--- config.mk ---
export PLATFORM = sky130hd
export DESIGN_NAME = asram_bridge
export DESIGN_NICKNAME = d
export VERILOG_FILES = /design/src/rtl/asram_pkg.sv /design/src/rtl/asram_lane.sv /design/src/rtl/asram_seq.sv /design/src/rtl/asram_bridge.sv
export SDC_FILE = /design/constraint.sdc
export NUM_CORES = 1
export LEC_CHECK = 0
export ABC_AREA = 1
export BUFFER_PORTS_ARGS = -buffer_cell sky130_fd_sc_hd__buf_4
export CORE_MARGIN = 3
export CORE_UTILIZATION = 50
export DETAILED_ROUTE_END_ITERATION = 7
export PLACE_DENSITY_LB_ADDON = 0.05
export REMOVE_ABC_BUFFERS = 1
export SKIP_CTS_REPAIR_TIMING = 1
export SKIP_LAST_GASP = 1
export SLEW_MARGIN = 5
export SYNTH_ARGS = -nofsm -noshare
export SYNTH_HDL_FRONTEND = slang
export SYNTH_SLANG_ARGS = --single-unit
--- constraint.sdc ---
create_clock -name clk -period 2.76 [get_ports clk]
set_input_delay 0.276 -clock clk [delete_from_list [all_inputs] [get_ports clk]]
set_output_delay 0.276 -clock clk [all_outputs]
set_load 0.01 [all_outputs]
--- src/rtl/asram_pkg.sv ---
package asram_pkg;

   typedef enum logic [1:0] {
      PH_IDLE   = 2'd0,
      PH_SETUP  = 2'd1,
      PH_STROBE = 2'd2,
      PH_HOLD   = 2'd3
   } phase_t;

   // ceiling(t_ns / per_ns), never below one cycle
   function automatic int ns_to_cyc(input int t_ns, input int per_ns);
      int c;
      c = (t_ns + per_ns - 1) / per_ns;
      return (c < 1) ? 1 : c;
   endfunction

   function automatic int max2(input int a, input int b);
      return (a > b) ? a : b;
   endfunction

   function automatic int max3(input int a, input int b, input int c);
      return max2(max2(a, b), c);
   endfunction

endpackage

--- src/rtl/asram_lane.sv ---
module asram_lane #(
   parameter int LANE_W = 8
) (
   input  logic              clk,
   input  logic              rst_n,
   input  logic              accept,
   input  logic              en_in,
   input  logic [LANE_W-1:0] wdata_in,
   input  logic              cap,
   input  logic              release_i,
   input  logic [LANE_W-1:0] dq_in,
   output logic              sel_n,
   output logic [LANE_W-1:0] dq_out,
   output logic [LANE_W-1:0] rdata
);

   always_ff @(posedge clk) begin
      if (!rst_n) begin
         sel_n  <= 1'b1;
         dq_out <= '0;
         rdata  <= '0;
      end else begin
         if (accept) begin
            sel_n  <= ~en_in;
            dq_out <= wdata_in;
            rdata  <= '0;
         end else begin
            if (release_i) begin
               sel_n <= 1'b1;
            end
            if (cap && !sel_n) begin
               rdata <= dq_in;
            end
         end
      end
   end

   AST_LANE_OFF_ZERO: assert property (@(posedge clk) disable iff (!rst_n)
      (cap && sel_n) |=> (rdata == '0));

endmodule

--- src/rtl/asram_seq.sv ---
module asram_seq
   import asram_pkg::*;
#(
   parameter int CLK_PERIOD_NS = 10,
   parameter int T_WC_NS       = 55,
   parameter int T_PWE_NS      = 40,
   parameter int T_SD_NS       = 25,
   parameter int T_AW_NS       = 45,
   parameter int T_RC_NS       = 55,
   parameter int T_AA_NS       = 55,
   parameter int T_DOE_NS      = 25
) (
   input  logic clk,
   input  logic rst_n,
   input  logic req_valid,
   input  logic req_write,
   input  logic req_null,
   output logic req_ready,
   output logic accept,
   output logic cap_rd,
   output logic release_o,
   output logic ce_n,
   output logic we_n,
   output logic oe_n,
   output logic drive,
   output logic rd_valid
);

   localparam int SETUP_CYC = 1;
   localparam int WR_STB = max3(ns_to_cyc(T_PWE_NS, CLK_PERIOD_NS),
                                ns_to_cyc(T_SD_NS, CLK_PERIOD_NS) + 1,
                                ns_to_cyc(T_AW_NS, CLK_PERIOD_NS) - SETUP_CYC);
   localparam int WR_HLD = max2(1, ns_to_cyc(T_WC_NS, CLK_PERIOD_NS) - SETUP_CYC - WR_STB);
   localparam int RD_STB = max2(ns_to_cyc(T_DOE_NS, CLK_PERIOD_NS),
                                ns_to_cyc(T_AA_NS, CLK_PERIOD_NS) - SETUP_CYC);
   localparam int RD_HLD = max2(1, ns_to_cyc(T_RC_NS, CLK_PERIOD_NS) - SETUP_CYC - RD_STB);
   localparam int CNT_MAX = max3(max2(WR_STB, WR_HLD), max2(RD_STB, RD_HLD), SETUP_CYC);
   localparam int CNT_W = (CNT_MAX < 2) ? 1 : $clog2(CNT_MAX);

   phase_t           phase;
   logic [CNT_W-1:0] cnt;
   logic             is_wr;
   logic             last;

   assign req_ready = (phase == PH_IDLE);
   assign accept    = req_valid && req_ready;
   assign last      = (cnt == '0);
   assign cap_rd    = (phase == PH_STROBE) && !is_wr && last;
   assign release_o = (phase == PH_HOLD) && last;

   always_ff @(posedge clk) begin
      if (!rst_n) begin
         phase    <= PH_IDLE;
         cnt      <= '0;
         is_wr    <= 1'b0;
         ce_n     <= 1'b1;
         we_n     <= 1'b1;
         oe_n     <= 1'b1;
         drive    <= 1'b0;
         rd_valid <= 1'b0;
      end else begin
         rd_valid <= 1'b0;
         drive    <= 1'b0;
         unique case (phase)
            PH_IDLE: begin
               if (accept) begin
                  is_wr <= req_write;
                  if (req_null) begin
                     phase    <= PH_HOLD;
                     cnt      <= '0;
                     rd_valid <= !req_write;
                  end else begin
                     phase <= PH_SETUP;
                     cnt   <= CNT_W'(SETUP_CYC - 1);
                     ce_n  <= 1'b0;
                  end
               end
            end
            PH_SETUP: begin
               if (last) begin
                  phase <= PH_STROBE;
                  cnt   <= is_wr ? CNT_W'(WR_STB - 1) : CNT_W'(RD_STB - 1);
                  if (is_wr) we_n <= 1'b0;
                  else       oe_n <= 1'b0;
               end else begin
                  cnt <= cnt - 1'b1;
               end
            end
            PH_STROBE: begin
               drive <= is_wr;
               if (last) begin
                  phase    <= PH_HOLD;
                  cnt      <= is_wr ? CNT_W'(WR_HLD - 1) : CNT_W'(RD_HLD - 1);
                  we_n     <= 1'b1;
                  oe_n     <= 1'b1;
                  rd_valid <= !is_wr;
               end else begin
                  cnt <= cnt - 1'b1;
               end
            end
            PH_HOLD: begin
               if (last) begin
                  phase <= PH_IDLE;
                  ce_n  <= 1'b1;
               end else begin
                  cnt <= cnt - 1'b1;
               end
            end
            default: phase <= PH_IDLE;
         endcase
      end
   end

   AST_WE_OE_EXCL: assert property (@(posedge clk) disable iff (!rst_n)
      !(!we_n && !oe_n));
   AST_DRIVE_OE_HIGH: assert property (@(posedge clk) disable iff (!rst_n)
      drive |-> oe_n);
   AST_DRIVE_LAG: assert property (@(posedge clk) disable iff (!rst_n)
      $fell(we_n) |-> !drive);
   AST_DRIVE_RELEASE: assert property (@(posedge clk) disable iff (!rst_n)
      $rose(we_n) |=> !drive);
   AST_RDV_ONE: assert property (@(posedge clk) disable iff (!rst_n)
      rd_valid |=> !rd_valid);
   AST_READY_DESEL: assert property (@(posedge clk) disable iff (!rst_n)
      req_ready |-> ce_n);

endmodule

--- src/rtl/asram_bridge.sv ---
module asram_bridge #(
   parameter int ADDR_W        = 17,
   parameter int DATA_W        = 16,
   parameter int CLK_PERIOD_NS = 10,
   parameter int T_WC_NS       = 55,
   parameter int T_PWE_NS      = 40,
   parameter int T_SD_NS       = 25,
   parameter int T_AW_NS       = 45,
   parameter int T_RC_NS       = 55,
   parameter int T_AA_NS       = 55,
   parameter int T_DOE_NS      = 25,
   localparam int LANE_W       = 8,
   localparam int LANES        = DATA_W / LANE_W
) (
   input  logic              clk,
   input  logic              rst_n,
   input  logic              req_valid,
   output logic              req_ready,
   input  logic              req_write,
   input  logic [ADDR_W-1:0] req_addr,
   input  logic [DATA_W-1:0] req_wdata,
   input  logic [LANES-1:0]  req_mask,
   output logic              rd_valid,
   output logic [DATA_W-1:0] rd_data,
   output logic [ADDR_W-1:0] mem_addr,
   output logic              mem_ce_n,
   output logic              mem_we_n,
   output logic              mem_oe_n,
   output logic [LANES-1:0]  mem_bsel_n,
   output logic [DATA_W-1:0] mem_dq_out,
   output logic              mem_dq_oe,
   input  logic [DATA_W-1:0] mem_dq_in
);

   if (DATA_W < LANE_W || (DATA_W % LANE_W) != 0) begin : g_bad_width
      $error("DATA_W must be a non-zero multiple of the lane width");
   end
   if (ADDR_W < 1) begin : g_bad_addr
      $error("ADDR_W must be at least 1");
   end
   if (CLK_PERIOD_NS < 1) begin : g_bad_clk
      $error("CLK_PERIOD_NS must be positive");
   end

   logic accept;
   logic cap_rd;
   logic release_w;

   asram_seq #(
      .CLK_PERIOD_NS (CLK_PERIOD_NS),
      .T_WC_NS       (T_WC_NS),
      .T_PWE_NS      (T_PWE_NS),
      .T_SD_NS       (T_SD_NS),
      .T_AW_NS       (T_AW_NS),
      .T_RC_NS       (T_RC_NS),
      .T_AA_NS       (T_AA_NS),
      .T_DOE_NS      (T_DOE_NS)
   ) u_seq (
      .clk       (clk),
      .rst_n     (rst_n),
      .req_valid (req_valid),
      .req_write (req_write),
      .req_null  (~|req_mask),
      .req_ready (req_ready),
      .accept    (accept),
      .cap_rd    (cap_rd),
      .release_o (release_w),
      .ce_n      (mem_ce_n),
      .we_n      (mem_we_n),
      .oe_n      (mem_oe_n),
      .drive     (mem_dq_oe),
      .rd_valid  (rd_valid)
   );

   always_ff @(posedge clk) begin
      if (!rst_n) begin
         mem_addr <= '0;
      end else if (accept) begin
         mem_addr <= req_addr;
      end
   end

   for (genvar g = 0; g < LANES; g++) begin : g_lane
      asram_lane #(.LANE_W(LANE_W)) u_lane (
         .clk       (clk),
         .rst_n     (rst_n),
         .accept    (accept),
         .en_in     (req_mask[g]),
         .wdata_in  (req_wdata[g*LANE_W +: LANE_W]),
         .cap       (cap_rd),
         .release_i (release_w),
         .dq_in     (mem_dq_in[g*LANE_W +: LANE_W]),
         .sel_n     (mem_bsel_n[g]),
         .dq_out    (mem_dq_out[g*LANE_W +: LANE_W]),
         .rdata     (rd_data[g*LANE_W +: LANE_W])
      );
   end

   AST_STROBE_SELECTED: assert property (@(posedge clk) disable iff (!rst_n)
      (!mem_we_n || !mem_oe_n) |-> (!mem_ce_n && !(&mem_bsel_n)));
   AST_ADDR_HELD: assert property (@(posedge clk) disable iff (!rst_n)
      (!mem_ce_n && $past(!mem_ce_n)) |-> $stable(mem_addr));
   AST_SEL_NEEDS_CE: assert property (@(posedge clk) disable iff (!rst_n)
      !(&mem_bsel_n) |-> !mem_ce_n);

endmodule

# --- Yosys cells after proc, flatten, opt, wreduce, memory -nomap -nowiden ---
# Cells that the tools add are included.
classes:
  addsub: 1
  n_mul: 0
  n_div: 0
  magnitude_cmp: 0
  n_eq_ne: 11
  shift: 0
  n_mux: 29
  n_bitwise: 3
  n_reduce_logical: 24
op_table:
  columns: ["cell", "n"]
  rows:
  - ["AND reduction 4 bit", 4]
  - ["2-to-1 mux 3 bit", 5]
  - ["2-to-1 mux 1 bit", 13]
  - ["one-hot mux 3 bit (4 select lines)", 1]
  - ["2-to-1 mux 2 bit", 5]
  - ["!= test 2 x 1 -> 1 bit, second input constant", 4]
  - ["!= test 2 bit, second input constant", 4]
  - ["one-hot mux 1 bit (2 select lines)", 4]
  - ["one-hot mux 2 bit (4 select lines)", 1]
  - ["logical AND 1 bit", 6]
  - ["AND reduction 2 bit", 3]
  - ["nonzero test 2 bit", 3]
  - ["equality test 2 bit, second input constant", 2]
  - ["logical NOT 1 bit", 4]
  - ["OR reduction 2 bit", 2]
  - ["logical NOT 3 bit", 1]
  - ["inverter 1 bit", 3]
  - ["subtractor 3 x 1 -> 3 bit, second input constant", 1]
  - ["equality test 2 x 1 -> 1 bit, second input constant", 1]
  - ["logical NOT 2 bit", 1]
totals:
  register_bits: 62
  latchBits: 0
  ramBits: 0
  rom_bits: 0
  in_bits: 55
  out_inout_bits: 57
  word_cells: 83
  n_memories: 0

# --- Longest topological paths before layout ---
depth:
  depth_word: 4
  ltp_mapped: 10
  mapped_depth_nobuf: 10

# --- Cells and area by module ---
# A second synthesis with hierarchy kept.
unflattened:
  cells_unflattened: 390
  hier_area_um2: 2750.1
by_module_without_submodules:
  columns: ["mod", "n_inst", "cells_each", "area_per_inst_um2", "seq_area_each_um2"]
  rows:
  - ["asram_lane", 2, 93, 678.2, 340.3]
  - ["asram_bridge", 1, 109, 730.7, 340.3]
  - ["asram_seq", 1, 95, 663.1, 220.2]

# --- Worst setup path before layout ---
# OpenSTA, ideal clock, no wires.
synth_timing:
  path_kind: "register -> register"
  from: "register u_seq.phase[0]"
  to: "register g_lane[0].u_lane.rdata[0]"
  setup_ps: 64
  arrival_ps: 1364
  t_required_ps: 2696
  setup_slack_ps: 1332
  stages_incl_launch_ff: 10
  n_path_buf: 2
  period_less_slack_ps: 1428
  path_cell_list: "dfxtp_1 -> inv_1 -> ha_1 -> nand2_1 -> buf_6 -> inv_2 -> nor2_4 -> buf_6 -> o21ai_0 -> nor2_1"
synth_between:
  word_cells_on_any_way: 7
  cone_classes: "1 x eq/ne; 6 x reduce/logical"
synth_lines:
  columns: ["element", "line_no", "rtl"]
  rows:
  - ["start, declared", "asram_seq.sv:40", "phase_t phase;"]
  - ["start signal, assigned", "asram_seq.sv:53", "phase <= PH_IDLE;"]
  - ["start signal, assigned", "asram_seq.sv:69", "phase <= PH_HOLD;"]
  - ["start signal, assigned", "asram_seq.sv:73", "phase <= PH_SETUP;"]
  - ["logical NOT 2 bit", "asram_seq.sv:45", "assign req_ready = (phase == PH_IDLE);"]
  - ["named net req_ready", "asram_bridge.sv:18", "output logic req_ready,"]
  - ["logical AND 1 bit", "asram_seq.sv:46", "assign accept = req_valid && req_ready;"]
  - ["OR reduction 2 bit (no line)", null, null]
  - ["end signal, assigned", "asram_lane.sv:32", "rdata <= dq_in;"]
  - ["end, declared", "asram_lane.sv:14", "output logic [LANE_W-1:0] rdata"]
# The timed path passes the listed nets, and every way through them passes these cells.
# A chain may end at the register's enable or synchronous reset.

# --- Worst setup path in the final report ---
layout_timing:
  from: "register u_seq.phase[0]"
  to: "register g_lane[1].u_lane.sel_n"
layout_between:
  elab_chain_len: 3
  word_cells_on_any_way: 6
  cone_classes: "1 x eq/ne; 1 x mux; 4 x reduce/logical"
layout_rtl:
  columns: ["element", "line_no", "rtl"]
  rows:
  - ["equality test 2 bit / logical NOT 2 bit (equally long branches)", "asram_seq.sv:49, asram_seq.sv:45", null]
  - ["logical AND 1 bit (on tied branches)", "asram_seq.sv:49, asram_seq.sv:46", null]
  - ["nonzero test 2 bit (no line) / 2-to-1 mux 1 bit (equally long branches)", null, null]
  - ["end signal, assigned", "asram_lane.sv:24", "sel_n <= ~en_in;"]
  - ["end, declared", "asram_lane.sv:12", "output logic sel_n,"]
# Several ways; a longest one is shown, not always the timed one.

==> impl_metrics.env <==
export IMPL_cp_data_required_time_ps=2960
export IMPL_tns_ps=0
export IMPL_layout_min_cycle_time_ps=1600
export IMPL_grt_usage=0.206
export IMPL_fin_cells=513
export IMPL_synth_fa_ha_area_frac=0.0347
export IMPL_hold_viol=0
export IMPL_crit_buf_inv=3
export IMPL_gp_congestion=0.849
export IMPL_setup_viol_count_final=0
export IMPL_synth_edf_count=0
export IMPL_coreArea_um2=4790
export IMPL_netlist_area_leader_share=0.492
export IMPL_layout_nets=503
export IMPL_die_w_um=77.0
export IMPL_insertion_delay_ps=320
export IMPL_p_per_area_nw_per_um2=787
export IMPL_drive_above_1_share=0.314
export IMPL_vdd_drop_max_mv=0.533
export IMPL_rsz0062_at_grt="false"
export IMPL_cp_common_cell="nand2_1"
export IMPL_maxCapViolCount=0
export IMPL_ys_ff_latch=62
export IMPL_critical_path_max_stage_delay_ps=330
export IMPL_layout_setup_ws_ps=1160
export IMPL_drt_iter0_drc=98
export IMPL_cp_end_kind="flop"
export IMPL_wl_per_cell_um=11.6
export IMPL_yosysWarnings=0
export IMPL_netlist_top_cells_count="nor2_1, dfxtp_1, o21ai_0, nand2_1, inv_1"
export IMPL_cp_start_kind="flop"
export IMPL_h_tree_depth=3
export IMPL_syn_cell_area_um2=2520
export IMPL_wl_met3_um=542
export IMPL_grt_max_degree=40
export IMPL_leakage_nw=1.75
export IMPL_hold_path_class="input pin to flop"
export IMPL_synth_compound_area_frac=0.134
export IMPL_top_layer="met4"
export IMPL_crit_fanout=35
export IMPL_synth_simple_gate_area_frac=0.271
export IMPL_seq_area_frac_synth=0.492
export IMPL_fin_crit_sh=0.581
export IMPL_dp_cells=497
export IMPL_grt_ovfl_total=0
export IMPL_path_clk_slew_ps=70
export IMPL_nFillCells=407
export IMPL_cts_tree="yes"
export IMPL_io_buffers=111
export IMPL_rows=25
export IMPL_dr_pass1_iters=4
export IMPL_ff_latch_area_um2=1240
export IMPL_slew_headroom=0.776
export IMPL_dr_total_vias=2430
export IMPL_ant_nets=0
export IMPL_numClockSinks=62
export IMPL_multi_input_area_um2=1120
export IMPL_cp_top_family="buffers and inverters"
export IMPL_grt_pass1_wl_um=9920
export IMPL_fp_dieH_um=77.0
export IMPL_synth_avg_cell_area_um2=7.62
export IMPL_finalMaxSlewViolations=0
export IMPL_fin_skew_ps=7.08
export IMPL_antenna_cells=0
export IMPL_dieArea_um2=5930
export IMPL_cp_arrival_ps=1800
export IMPL_synth_area_mux_share=0
export IMPL_yosys_area_share_xor_xnor=0.00347
export IMPL_ios=112
export IMPL_place_area_um2=3370
export IMPL_cts_max_path_buffers=2
export IMPL_ys_dominant_reg_cell="dfxtp_1"
export IMPL_path_cells="inv_1 -> ha_1 -> nand2_1 -> inv_2 -> buf_4 -> nand2_1 -> o21ai_0 -> nand2_1"
export IMPL_dp_hpwl_um=4460
export IMPL_worstSetupPathType="flop to flop"
export IMPL_grt_pass1_vias=2319
export IMPL_tightest_slew_ps=336
export IMPL_timing_hold_ws_ps=180
export IMPL_antenna_found_initial=0
export IMPL_numCtsBuffers=9
export IMPL_drt_met1_wl_um=2490
export IMPL_max_freq_mhz=623
export IMPL_synth_top_cells_by_area="dfxtp_1, nor2_1, o21ai_0"
export IMPL_area_growth_pct=40.1
export IMPL_synth_top_family_by_area="simple AND/OR/NAND/NOR gates"
export IMPL_synth_top_area_cell="dfxtp_1"
export IMPL_route_detailed_drc=0
export IMPL_met2WireLength_um=2810
export IMPL_final_cell_area_um2=3530
export IMPL_pre_cts_ws_ps=1160
export IMPL_slowest_stage="dfxtp_1"
export IMPL_vias_per_cell=4.74
export IMPL_totalWireLength_um=5930
export IMPL_synth_cell_types=21
export IMPL_syn_inst=331
export IMPL_start_util=0.527
export IMPL_root_buffer="clkbuf_8"
export IMPL_synth_most_common_cell="nor2_1"
export IMPL_status="finished, final reports clean"
export IMPL_async_flop_share=0
[per-stage QoR]
stage               utilization  power (mW)
floorplan                     -        1.72
CTS                       0.739        2.81
global placement          0.704        2.12
finish                    0.739        2.78
detailed placement        0.704        2.14
global route              0.739        2.99
[report_power, final]
part	total [mW]	switching, mW	internal [mW]	leakage (nW)
sequential	1.15	0.0946	1.05	0.509
combinational	0.969	0.541	0.427	1.16
clock	0.665	0.319	0.346	0.0861
[cell families (layout without fill, tap and decap cells)]
| group | count (synthesis) | count (layout) |
|---|---|---|
| AND/OR/NAND/NOR | 162 | 162 |
| AO/OA/AOI/OAI | 65 | 65 |
| flip-flops | 62 | 62 |
| buffers and inverters | 34 | 149 |
| adder cells (fa/ha/maj) | 7 | 7 |
| XOR/XNOR | 1 | 1 |
[sequential cells by signal, summed over array words and instances (netlist names), 2 cells and up]
register,cells
u_seq.cnt,3
g_lane.u_lane.rdata,16
mem_addr,17
u_seq.phase,2
g_lane.u_lane.dq_out,16
g_lane.u_lane.sel_n,2
[cell usage in the layout (no fill, tap or decap), types with 7 or more instances in the layout]
cell      count
a21oi_1       9
buf_4       113
clkbuf_8     10
dfxtp_1      62
ha_1          7
inv_1        16
nand2_1      44
nand3_1       7
nor2_1      100
o21ai_0      51
[tightest hold or removal path: stages]
cell and delay, ps:
buf_4 70, nor2_1 30, nor2_1 80
[metal layers]
metal,vias up,track usage
li1,1268,-
met1,1068,0.227
met2,86,0.367
met3,8,0.0646
met4,0,0.0854
met5,-,0
[path summary, 6_finish.rpt]
kind | from | endpoint | slack, ps | cells after the start
worst max-delay path | u_seq.phase[0] | g_lane[1].u_lane.sel_n | 1160 | 8
worst min-delay path | mem_dq_in[2] | g_lane[0].u_lane.rdata[2] | 180 | 3
worst max register to register | u_seq.phase[0] | g_lane[1].u_lane.sel_n | 1160 | 8
worst min register to register | g_lane[1].u_lane.rdata[2] | g_lane[1].u_lane.rdata[2] | 460 | 2
[layout make-up]
class / instances / area share
repair buffers: 113 / 0.240
inverters: 20 / 0.0212
flip-flops and latches: 62 / 0.351
clock inverters: 4 / 0.00637
multi-input cells: 235 / 0.316
well taps: 67 / 0.0237
clock buffers: 12 / 0.0411
No activity file was read; power rests on OpenSTA's default activity.
